===== config.mk =====
export PLATFORM = sky130hd
export DESIGN_NAME = scard_rx
export DESIGN_NICKNAME = d
export VERILOG_FILES = /design/src/rtl/scard_rx_pkg.sv /design/src/rtl/scard_rx_sync.sv /design/src/rtl/scard_rx_tick.sv /design/src/rtl/scard_rx_frame.sv /design/src/rtl/scard_rx_status.sv /design/src/rtl/scard_rx.sv
export SDC_FILE = /design/constraint.sdc
export NUM_CORES = 1
export LEC_CHECK = 0
export ABC_CLOCK_PERIOD_IN_PS = 4000
export CORE_MARGIN = 1.5
export CORE_UTILIZATION = 58
export CTS_BUF_LIST = sky130_fd_sc_hd__clkbuf_2
export DETAILED_ROUTE_END_ITERATION = 8
export GPL_ROUTABILITY_DRIVEN = 0
export PLACE_DENSITY = 0.81
export SLEW_MARGIN = 5
export SYNTH_ARGS = -nofsm -noshare
export SYNTH_HDL_FRONTEND = slang
export SYNTH_HIERARCHICAL = 1
export SYNTH_SLANG_ARGS = --single-unit

===== constraint.sdc =====
create_clock -name clk_i -period 4 [get_ports clk_i]
set_input_delay 0.4 -clock clk_i [delete_from_list [all_inputs] [get_ports clk_i]]
set_output_delay 0.4 -clock clk_i [all_outputs]
set_load 0.05 [all_outputs]

===== src/rtl/scard_rx_pkg.sv =====
`timescale 1ns/1ps
// Package: shared types of the smart-card receiver.
package scard_rx_pkg;
    // Receiver control states, in the order a frame passes through them.
    typedef enum logic [2:0] {
        ST_WAIT_HIGH,   // line must read high before a start is accepted
        ST_IDLE,        // armed, waiting for the line to drop
        ST_START,       // counting to the middle of the start bit
        ST_DATA,        // sampling the data bits
        ST_PARITY,      // sampling the parity bit
        ST_GUARD,       // half bit from parity middle to stop-slot start
        ST_STOP         // stop slot; pull-down active on parity error
    } rx_state_t;
endpackage


===== src/rtl/scard_rx_sync.sv =====
`timescale 1ns/1ps
// Module: scard_rx_sync
// Brings the asynchronous line level into the clock domain.
// Assumes STAGES >= 2. Resets to the idle (high) level.
module scard_rx_sync #(
    parameter int STAGES = 2
) (
    input  logic clk,
    input  logic rst_n,
    input  logic d,
    output logic q
);
    logic [STAGES-1:0] chain;

    // Purpose: shift the line level through the flop chain.
    always_ff @(posedge clk) begin
        if (!rst_n) chain <= '1;
        else        chain <= {chain[STAGES-2:0], d};
    end

    assign q = chain[STAGES-1];
endmodule


===== src/rtl/scard_rx_tick.sv =====
`timescale 1ns/1ps
// Module: scard_rx_tick
// Makes the sub-bit tick. A prescaler divides the clock by 1, PRE_B or PRE_C.
// A divider then emits one tick every (div_val+1) prescaler pulses.
// Assumes that restart realigns both counters on a start edge.
module scard_rx_tick #(
    parameter int DIV_W = 8,
    parameter int PRE_B = 8,
    parameter int PRE_C = 32
) (
    input  logic             clk,
    input  logic             rst_n,
    input  logic             restart,
    input  logic [1:0]       sel,
    input  logic [DIV_W-1:0] div_val,
    output logic             tick
);
    localparam int PW = (PRE_C > 1) ? $clog2(PRE_C) : 1;

    logic [PW-1:0]    pre_cnt;
    logic [PW-1:0]    pre_lim;
    logic [DIV_W-1:0] div_cnt;
    logic             pre_pulse;

    // Purpose: pick the prescaler terminal count from the select code.
    always_comb begin
        case (sel)
            2'b00:   pre_lim = '0;
            2'b01:   pre_lim = PW'(PRE_B - 1);
            default: pre_lim = PW'(PRE_C - 1);
        endcase
    end

    assign pre_pulse = (pre_cnt == pre_lim) && !restart;
    assign tick      = pre_pulse && (div_cnt == div_val);

    // Purpose: run the prescaler counter.
    always_ff @(posedge clk) begin
        if (!rst_n || restart)      pre_cnt <= '0;
        else if (pre_cnt == pre_lim) pre_cnt <= '0;
        else                         pre_cnt <= pre_cnt + 1'b1;
    end

    // Purpose: count prescaler pulses up to the divider value.
    always_ff @(posedge clk) begin
        if (!rst_n || restart) div_cnt <= '0;
        else if (pre_pulse)    div_cnt <= (div_cnt == div_val) ? '0 : div_cnt + 1'b1;
    end
endmodule


===== src/rtl/scard_rx_frame.sv =====
`timescale 1ns/1ps
// Module: scard_rx_frame
// Frame sequencer. It detects the start, samples each bit at its middle tick,
// checks even parity and drives the pull-down through the stop slot on error.
// Assumes a synchronized line and OVERSAMPLE ticks per bit.
module scard_rx_frame
    import scard_rx_pkg::*;
#(
    parameter int DATA_BITS  = 8,
    parameter int OVERSAMPLE = 16
) (
    input  logic                 clk,
    input  logic                 rst_n,
    input  logic                 en,
    input  logic                 line,
    input  logic                 tick,
    output logic                 restart,
    output logic                 done,
    output logic [DATA_BITS-1:0] data,
    output logic                 perr,
    output logic                 pull_low
);
    localparam int SW   = $clog2(OVERSAMPLE);
    localparam int BW   = $clog2(DATA_BITS + 1);
    localparam int HALF = OVERSAMPLE / 2;

    rx_state_t            state;
    logic [SW-1:0]        sub;
    logic [SW-1:0]        wrap_pt;
    logic [BW-1:0]        bit_idx;
    logic [DATA_BITS-1:0] shreg;
    logic                 perr_q;
    logic                 at_pt;

    // Purpose: choose a half-bit or full-bit sampling distance per state.
    always_comb begin
        if (state == ST_START || state == ST_GUARD) wrap_pt = SW'(HALF - 1);
        else                                        wrap_pt = SW'(OVERSAMPLE - 1);
    end

    assign at_pt    = tick && (sub == wrap_pt);
    assign restart  = en && (state == ST_IDLE) && !line;
    assign done     = (state == ST_STOP) && at_pt;
    assign pull_low = (state == ST_STOP) && perr_q;
    assign data     = shreg;
    assign perr     = perr_q;

    // Purpose: sub-bit tick counter, held at zero while not framing.
    always_ff @(posedge clk) begin
        if (!rst_n || !en || state == ST_IDLE || state == ST_WAIT_HIGH) sub <= '0;
        else if (tick) sub <= (sub == wrap_pt) ? '0 : sub + 1'b1;
    end

    // Purpose: step the frame state machine and capture bits.
    always_ff @(posedge clk) begin
        if (!rst_n) begin
            state   <= ST_WAIT_HIGH;
            bit_idx <= '0;
            shreg   <= '0;
            perr_q  <= 1'b0;
        end else if (!en) begin
            state <= ST_WAIT_HIGH;
        end else begin
            case (state)
                ST_WAIT_HIGH: if (line) state <= ST_IDLE;
                ST_IDLE:      if (!line) state <= ST_START;
                ST_START: if (at_pt) begin
                    bit_idx <= '0;
                    state   <= line ? ST_WAIT_HIGH : ST_DATA;
                end
                ST_DATA: if (at_pt) begin
                    shreg <= {line, shreg[DATA_BITS-1:1]};
                    if (bit_idx == BW'(DATA_BITS - 1)) state <= ST_PARITY;
                    else bit_idx <= bit_idx + 1'b1;
                end
                ST_PARITY: if (at_pt) begin
                    perr_q <= ^{shreg, line};
                    state  <= ST_GUARD;
                end
                ST_GUARD: if (at_pt) state <= ST_STOP;
                ST_STOP:  if (at_pt) state <= ST_WAIT_HIGH;
                default:  state <= ST_WAIT_HIGH;
            endcase
        end
    end
endmodule


===== src/rtl/scard_rx_status.sv =====
`timescale 1ns/1ps
// Module: scard_rx_status
// Receive buffer, completion flag, parity-error bit and interrupt request.
// Assumes that a completion in the same cycle wins over a clear.
module scard_rx_status #(
    parameter int DATA_BITS = 8
) (
    input  logic                 clk,
    input  logic                 rst_n,
    input  logic                 done,
    input  logic [DATA_BITS-1:0] data,
    input  logic                 perr,
    input  logic                 rd,
    input  logic                 ack,
    input  logic                 clr,
    output logic [DATA_BITS-1:0] buf_q,
    output logic                 rx_done,
    output logic                 par_err,
    output logic                 irq
);
    // Purpose: load the buffer on completion and clear the flags on a read.
    always_ff @(posedge clk) begin
        if (!rst_n) begin
            buf_q   <= '0;
            rx_done <= 1'b0;
            par_err <= 1'b0;
        end else if (done) begin
            buf_q   <= data;
            rx_done <= 1'b1;
            par_err <= perr;
        end else if (rd) begin
            rx_done <= 1'b0;
            par_err <= 1'b0;
        end
    end

    // Purpose: set the interrupt request on completion, clear on ack or write.
    always_ff @(posedge clk) begin
        if (!rst_n)          irq <= 1'b0;
        else if (done)       irq <= 1'b1;
        else if (ack || clr) irq <= 1'b0;
    end
endmodule


===== src/rtl/scard_rx.sv =====
`timescale 1ns/1ps
// Module: scard_rx
// Smart-card character receiver on a wired-OR half-duplex line. It pulls
// the line low through the stop slot when the parity is wrong.
// Assumes that line_i is the combined wire level, including the own pull-down.
module scard_rx #(
    parameter int DATA_BITS   = 8,
    parameter int OVERSAMPLE  = 16,
    parameter int DIV_W       = 8,
    parameter int PRE_B       = 8,
    parameter int PRE_C       = 32,
    parameter int SYNC_STAGES = 2
) (
    input  logic                 clk_i,
    input  logic                 rst_ni,
    input  logic                 line_i,
    output logic                 pull_low_o,
    input  logic [DIV_W-1:0]     div_val_i,
    input  logic [1:0]           src_sel_i,
    input  logic                 rx_en_i,
    input  logic                 buf_rd_i,
    output logic [DATA_BITS-1:0] buf_data_o,
    output logic                 rx_done_o,
    output logic                 par_err_o,
    output logic                 irq_o,
    input  logic                 irq_ack_i,
    input  logic                 irq_clr_i
);
    logic                 line_s;
    logic                 restart;
    logic                 tick;
    logic                 frame_done;
    logic [DATA_BITS-1:0] frame_data;
    logic                 frame_perr;

    scard_rx_sync #(.STAGES(SYNC_STAGES)) u_sync (
        .clk(clk_i), .rst_n(rst_ni), .d(line_i), .q(line_s)
    );

    scard_rx_tick #(.DIV_W(DIV_W), .PRE_B(PRE_B), .PRE_C(PRE_C)) u_tick (
        .clk(clk_i), .rst_n(rst_ni), .restart(restart),
        .sel(src_sel_i), .div_val(div_val_i), .tick(tick)
    );

    scard_rx_frame #(.DATA_BITS(DATA_BITS), .OVERSAMPLE(OVERSAMPLE)) u_frame (
        .clk(clk_i), .rst_n(rst_ni), .en(rx_en_i), .line(line_s), .tick(tick),
        .restart(restart), .done(frame_done), .data(frame_data),
        .perr(frame_perr), .pull_low(pull_low_o)
    );

    scard_rx_status #(.DATA_BITS(DATA_BITS)) u_status (
        .clk(clk_i), .rst_n(rst_ni), .done(frame_done), .data(frame_data),
        .perr(frame_perr), .rd(buf_rd_i), .ack(irq_ack_i), .clr(irq_clr_i),
        .buf_q(buf_data_o), .rx_done(rx_done_o), .par_err(par_err_o), .irq(irq_o)
    );
endmodule


==> out/metrics.yaml, run 1 <==
clock_network:
  clock-sinks: 46
  post_cts_buffers: 0
  cts_resized: 0
  clock_latency_ps: 420
  htree_levels: 2
  path_clk_slew_ps: 240
  cts-root-buf: "clkbuf_2"
  cts_tree: "done"
  cts_max_path_buffers: 2
  hold_buffers: 0
  numCtsBuffers: 5
layout:
  final_nets: 311
  areaGrowthSynthToFinish_pct: 15.3
  n_antenna_cell: 0
  design_area_um2: 2820
  drive_gt1_frac: 0.0859
grt:
  grt_overflow: 0
  grt_start_max_net_pins: 22
  antenna_found_initial: 0
  grt_pass1_vias: 1845
  grt.total_usage: 0.229
  grt_first_pass_wirelength_um: 8000
power:
  combPwrFrac: 0.107
  fin_total_pwr_mw: 0.757
  power_leakage_nw: 1.02
  p_clk_frac: 0.258
  power.density_nw_per_um2: 268
  pwr-share-seq: 0.635
  ir_drop_mv: 0.204
  switching_power_mw: 0.205
  p_int_mw: 0.551
  switching_share: 0.272
hold_path:
  worstHoldPathType: "flop to flop"
  hp-start: "u_sync/chain[0]"
detailed_routing:
  post-route-drc-count: 0
  ant_nets: 0
  wl_um: 4800
  wl_per_cell_um: 14.1
  vias_per_cell: 5.78
  vias: 1970
  first_iter_violations: 123
  first_pass_iters: 4
setup_path:
  cp-start-kind: "flop"
  required_ps: 4360
  crit_fanout: 10
  worstSetupStartpoint: "u_tick/div_cnt[2]"
  cp-end-kind: "flop"
  crit_type: "flop to flop"
  timing.rr.start: "u_tick/div_cnt[2]"
  crit_arrival_ps: 3640
timing:
  fmax_mhz: 305
  tightestPinTransition_ps: 927
  period_needed_ps: 3280
  tns_ps: 0
  period_share: 0.821
  whs_ps: 441
  hold_violations: 0
  maxSlewViolCount: 0
  max_slew_margin: 0.381
  rsz0062_at_grt: "no"
  worst_clock_skew_ps: 22.0
  setup_viol: 0
logic_synthesis:
  ys_ff_latch: 46
  syn-num-nets: 280
  synth_warnings: 6
  yosysSeqAreaShare: 0.376
  netlist.area_leader.share: 0.376
  ys_top_cells_by_area: "dfxtp_1, mux2i_1, xor2_1"
  synth_area_um2: 2450
  synthFlopType: "dfxtp_1"
  async_flop_share: 0
  syn_area_per_cell_um2: 9.45
  synth_cell_types: 56
  yosysMostFrequentCell: "dfxtp_1"
  synth_edf_count: 0
  synth_top_area_cell: "dfxtp_1"
  synth_common_cells: "dfxtp_1, mux2i_1, nor2_1"
  netlist_instances: 259
floorplan:
  die_h_um: 68.0
  num_io_pins: 29
  start_util: 0.607
  die_w_um: 68.0
  coreArea_um2: 4030
  row_count: 23
  dieArea_um2: 4620
placement:
  dp_hpwl_um: 3420
  placed_cell_area_um2: 2780
  io_buffer_count: 28
flow_run:
  drv_cap: 0
run_status:
  status: "completed"
## layout make-up
class	instances	area, um^2
well taps	50	62.6
flip-flops and latches	46	921
repair buffers	35	333
multi-input cells	193	1430
inverters	9	33.8
clock buffers	5	25.0
clock inverters	3	21.3
fillers	336	1210
## cell usage in the layout, fill, tap and decap left out, types with 6 or more instances in the layout
cell type | synthesis | layout
dfxtp_1 | 46 | 46
clkdlybuf4s50_1 | 0 | 28
mux2i_1 | 19 | 19
nor2_1 | 18 | 18
nand2_1 | 14 | 14
nor2b_1 | 13 | 13
xor2_1 | 13 | 13
a21oi_1 | 12 | 12
inv_1 | 9 | 9
and3_1 | 9 | 9
o31ai_1 | 9 | 9
buf_4 | 0 | 7
nand3_1 | 6 | 6
xnor2_1 | 6 | 6
## power by group through the flow
stage | logic, mW | registers, mW | clock network [mW]
floorplan | 0.0558 | 0.484 | 0
global placement | 0.0798 | 0.489 | 0
detailed placement | 0.0809 | 0.489 | 0
CTS | 0.0812 | 0.480 | 0.201
global route | 0.0892 | 0.483 | 0.220
finish | 0.0807 | 0.480 | 0.195
## worst paths after layout
path	slack (ps)	end	cells after the start
setup / recovery	720	u_frame/bit_idx[2]	8
hold / removal	440	u_sync/chain[1]	1
setup reg to reg	720	u_frame/bit_idx[2]	8
hold reg to reg	440	u_sync/chain[1]	1
## layer usage
layer,vias up,track usage,wire (um)
met2,45,0.391,2160
li1,1005,-,-
met1,915,0.294,2360
met5,-,0,0
met3,5,0.0395,223
met4,0,0.0675,48
## worst max-delay path: stages (launching register included)
cell and delay (ps):
dfxtp_1 550, xor2_1 150, nor4_4 340, nand2_4 140, nor3_1 440, nand3_1 370
a211o_1 490, or4_1 580, a21oi_1 170
## sequential cells by signal (all words and copies together), names as in the netlist
name              count
u_tick/pre_cnt        5
u_frame/data          8
u_status/irq          1
u_status/buf_q        8
u_status/par_err      1
u_frame/perr          1
u_frame/state         3
u_status/rx_done      1
u_frame/sub           4
u_frame/bit_idx       4
u_sync/chain          2
u_tick/div_cnt        8
## cell families after synthesis
kind of cell / synth area share
simple gates: 0.254
compound gates: 0.154
flops: 0.376
xor+xnor: 0.0772
buf+inv: 0.0409
mux: 0.0777
fa+ha+maj: 0.0205
## per-stage QoR
| step | setup slack (ps) | util | instances |
|---|---|---|---|
| after global placement | 560 | 0.689 | 333 |
| after CTS | 743 | 0.701 | 341 |
| after floorplan | 1190 | - | 259 |
| final | 718 | 0.701 | 341 |
| after detailed placement | 453 | 0.689 | 333 |
| after global routing | 453 | 0.701 | 341 |
Power figures use the tool's default switching activity.
==> run 2: changes to the inputs <==
--- a/config.mk
+++ b/config.mk
@@ -5,7 +5,7 @@
 export SDC_FILE = /design/constraint.sdc
 export NUM_CORES = 1
 export LEC_CHECK = 0
-export ABC_CLOCK_PERIOD_IN_PS = 4000
+export ABC_CLOCK_PERIOD_IN_PS = 3200
 export CORE_MARGIN = 1.5
 export CORE_UTILIZATION = 58
 export CTS_BUF_LIST = sky130_fd_sc_hd__clkbuf_2
==> constraint.sdc (replaced) <==
create_clock -name clk_i -period 3.2 [get_ports clk_i]
set_input_delay 0.32 -clock clk_i [delete_from_list [all_inputs] [get_ports clk_i]]
set_output_delay 0.32 -clock clk_i [all_outputs]
set_load 0.05 [all_outputs]
==> out/metrics.yaml, run 2 (same netlist as run 1, synthesis figures left out) <==
run_status:
  status: "completed"
setup_path:
  slowest_stage: "clkdlybuf4s50_1"
  crit_fanout: 17  # +7
  required_ps: 2880  # -1480 ps
  r2r_slack_ps: 530  # -190 ps
  cp_num_buf_inv: 1  # +1
  cpLargestDelayFamily: "buffers and inverters"
  cpPeakStageDelay_ps: 800  # +220 ps
  rr_worst_depth: 8  # unchanged
  cp-start-kind: "flop"
  crit_arrival_ps: 2360  # -1280 ps
  cp.depth: 3  # -5
  crit_chain: "nor2b_1 > and3_1 > clkdlybuf4s50_1"
  cp-end-kind: "output pin"
  crit_type: "flop to output pin"
power:
  p_int_mw: 0.764  # +39%
  combPwrFrac: 0.105  # -0.002
  ir_drop_mv: 0.250  # +22%
  power.density_nw_per_um2: 351  # +31%
  switching_share: 0.244  # -0.0277
  p_clk_frac: 0.301  # +0.043
  power_leakage_nw: 1.05  # +3.4%
  pwr-share-seq: 0.594  # -0.041
  fin_total_pwr_mw: 1.01  # +33%
  switching_power_mw: 0.246  # +20%
clock_network:
  cts_tree: "done"
  post_cts_buffers: 0  # unchanged
  hold_buffers: 0  # unchanged
  cts_resized: 0  # unchanged
  clock-sinks: 46  # unchanged
  htree_levels: 2  # unchanged
  cts-root-buf: "clkbuf_2"
  cts_max_path_buffers: 2  # unchanged
  numCtsBuffers: 5  # unchanged
  path_clk_slew_ps: 220  # -20 ps
  clock_latency_ps: 390  # -30 ps
detailed_routing:
  wl_um: 5000  # +4.3%
  post-route-drc-count: 0  # unchanged
  wl_per_cell_um: 14.5  # +2.7%
  first_pass_iters: 4  # unchanged
  ant_nets: 0  # unchanged
  vias: 2052  # +4.2%
  first_iter_violations: 144  # +17%
  vias_per_cell: 5.93  # +2.7%
timing:
  setup_viol: 0  # unchanged
  hold_violations: 0  # unchanged
  worst_clock_skew_ps: 7.32  # -14.6 ps
  maxSlewViolCount: 0  # unchanged
  max_slew_margin: 0.364  # -0.0163
  period_share: 0.837
  fmax_mhz: 373
  tightestPinTransition_ps: 951  # +24.4 ps
  period_needed_ps: 2680
  rsz0062_at_grt: "no"
  tns_ps: 0  # unchanged
hold_path:
  worstHoldPathType: "input port to flop"
  hold_path_depth: 2  # +1
floorplan:
  coreArea_um2: 4030  # unchanged
  row_count: 23  # unchanged
  num_io_pins: 29  # unchanged
  dieArea_um2: 4620  # unchanged
  die_w_um: 68.0  # unchanged
  start_util: 0.607  # unchanged
  die_h_um: 68.0  # unchanged
layout:
  multiInputGateArea_um2: 1430  # unchanged
  n_antenna_cell: 0  # unchanged
  final_nets: 317  # +1.9%
  areaGrowthSynthToFinish_pct: 17.7
  drive_gt1_frac: 0.0980  # +0.0121
  num-fill-cells: 348  # +3.6%
  seqCellArea_um2: 921  # unchanged
  final_common_cell: "dfxtp_1"
  layout_common_cells: "dfxtp_1, clkdlybuf4s50_1, mux2i_1"
grt:
  grt_first_pass_wirelength_um: 8690  # +8.5%
  grt_pass1_vias: 2002  # +8.5%
  grt.total_usage: 0.242  # +0.0137
  grt_overflow: 0  # unchanged
  grt_start_max_net_pins: 21  # -4.5%
  antenna_found_initial: 0  # unchanged
placement:
  dp_hpwl_um: 3610  # +5.5%
  io_buffer_count: 28  # unchanged
flow_run:
  drv_cap: 0  # unchanged
==> run 2: power by group through the flow <==
stage	clock network [mW]	logic, mW	registers [mW]
after floorplan	0	0.0698	0.605
after global placement	0	0.103	0.610
after detailed placement	0	0.106	0.611
after CTS	0.315	0.106	0.600
after global routing	0.338	0.117	0.603
final	0.304	0.106	0.600
==> run 2: cell type report <==
type,count,share of cell area
clock buffers,5,0.00869
clock inverters,2,0.0117
inverters,9,0.0117
multi-input cells,193,0.495
flip-flops and latches,46,0.320
well taps,50,0.0217
repair buffers,41,0.131
==> run 2: final timing paths <==
kind | endpoint | startpoint
worst max register to register | u_frame/bit_idx[2] | u_tick/div_cnt[2]
worst min register to register | u_sync/chain[1] | u_sync/chain[0]
worst min-delay path | u_status/irq | irq_clr_i
worst max-delay path | pull_low_o | u_frame/state[1]
==> run 2: metrics by stage <==
stage	setup WS, ps	hold slack, ps	cell area [um^2]	std cells	util
6_report	522	458	2880	346	0.715
4_1_cts	507	426	2880	346	0.715
2_1_floorplan	385	386	2450	259	-
3_3_place_gp	347	398	2820	339	0.700
5_1_grt	334	421	2880	346	0.715
3_5_place_dp	269	415	2820	339	0.700
==> run 2: metal layers <==
layer,GRT usage,vias up,part of all wire
li1,-,1019,-
met4,0.0750,0,0.0082
met1,0.298,993,0.46
met5,0,-,0
met2,0.432,36,0.50
met3,0.0378,4,0.036
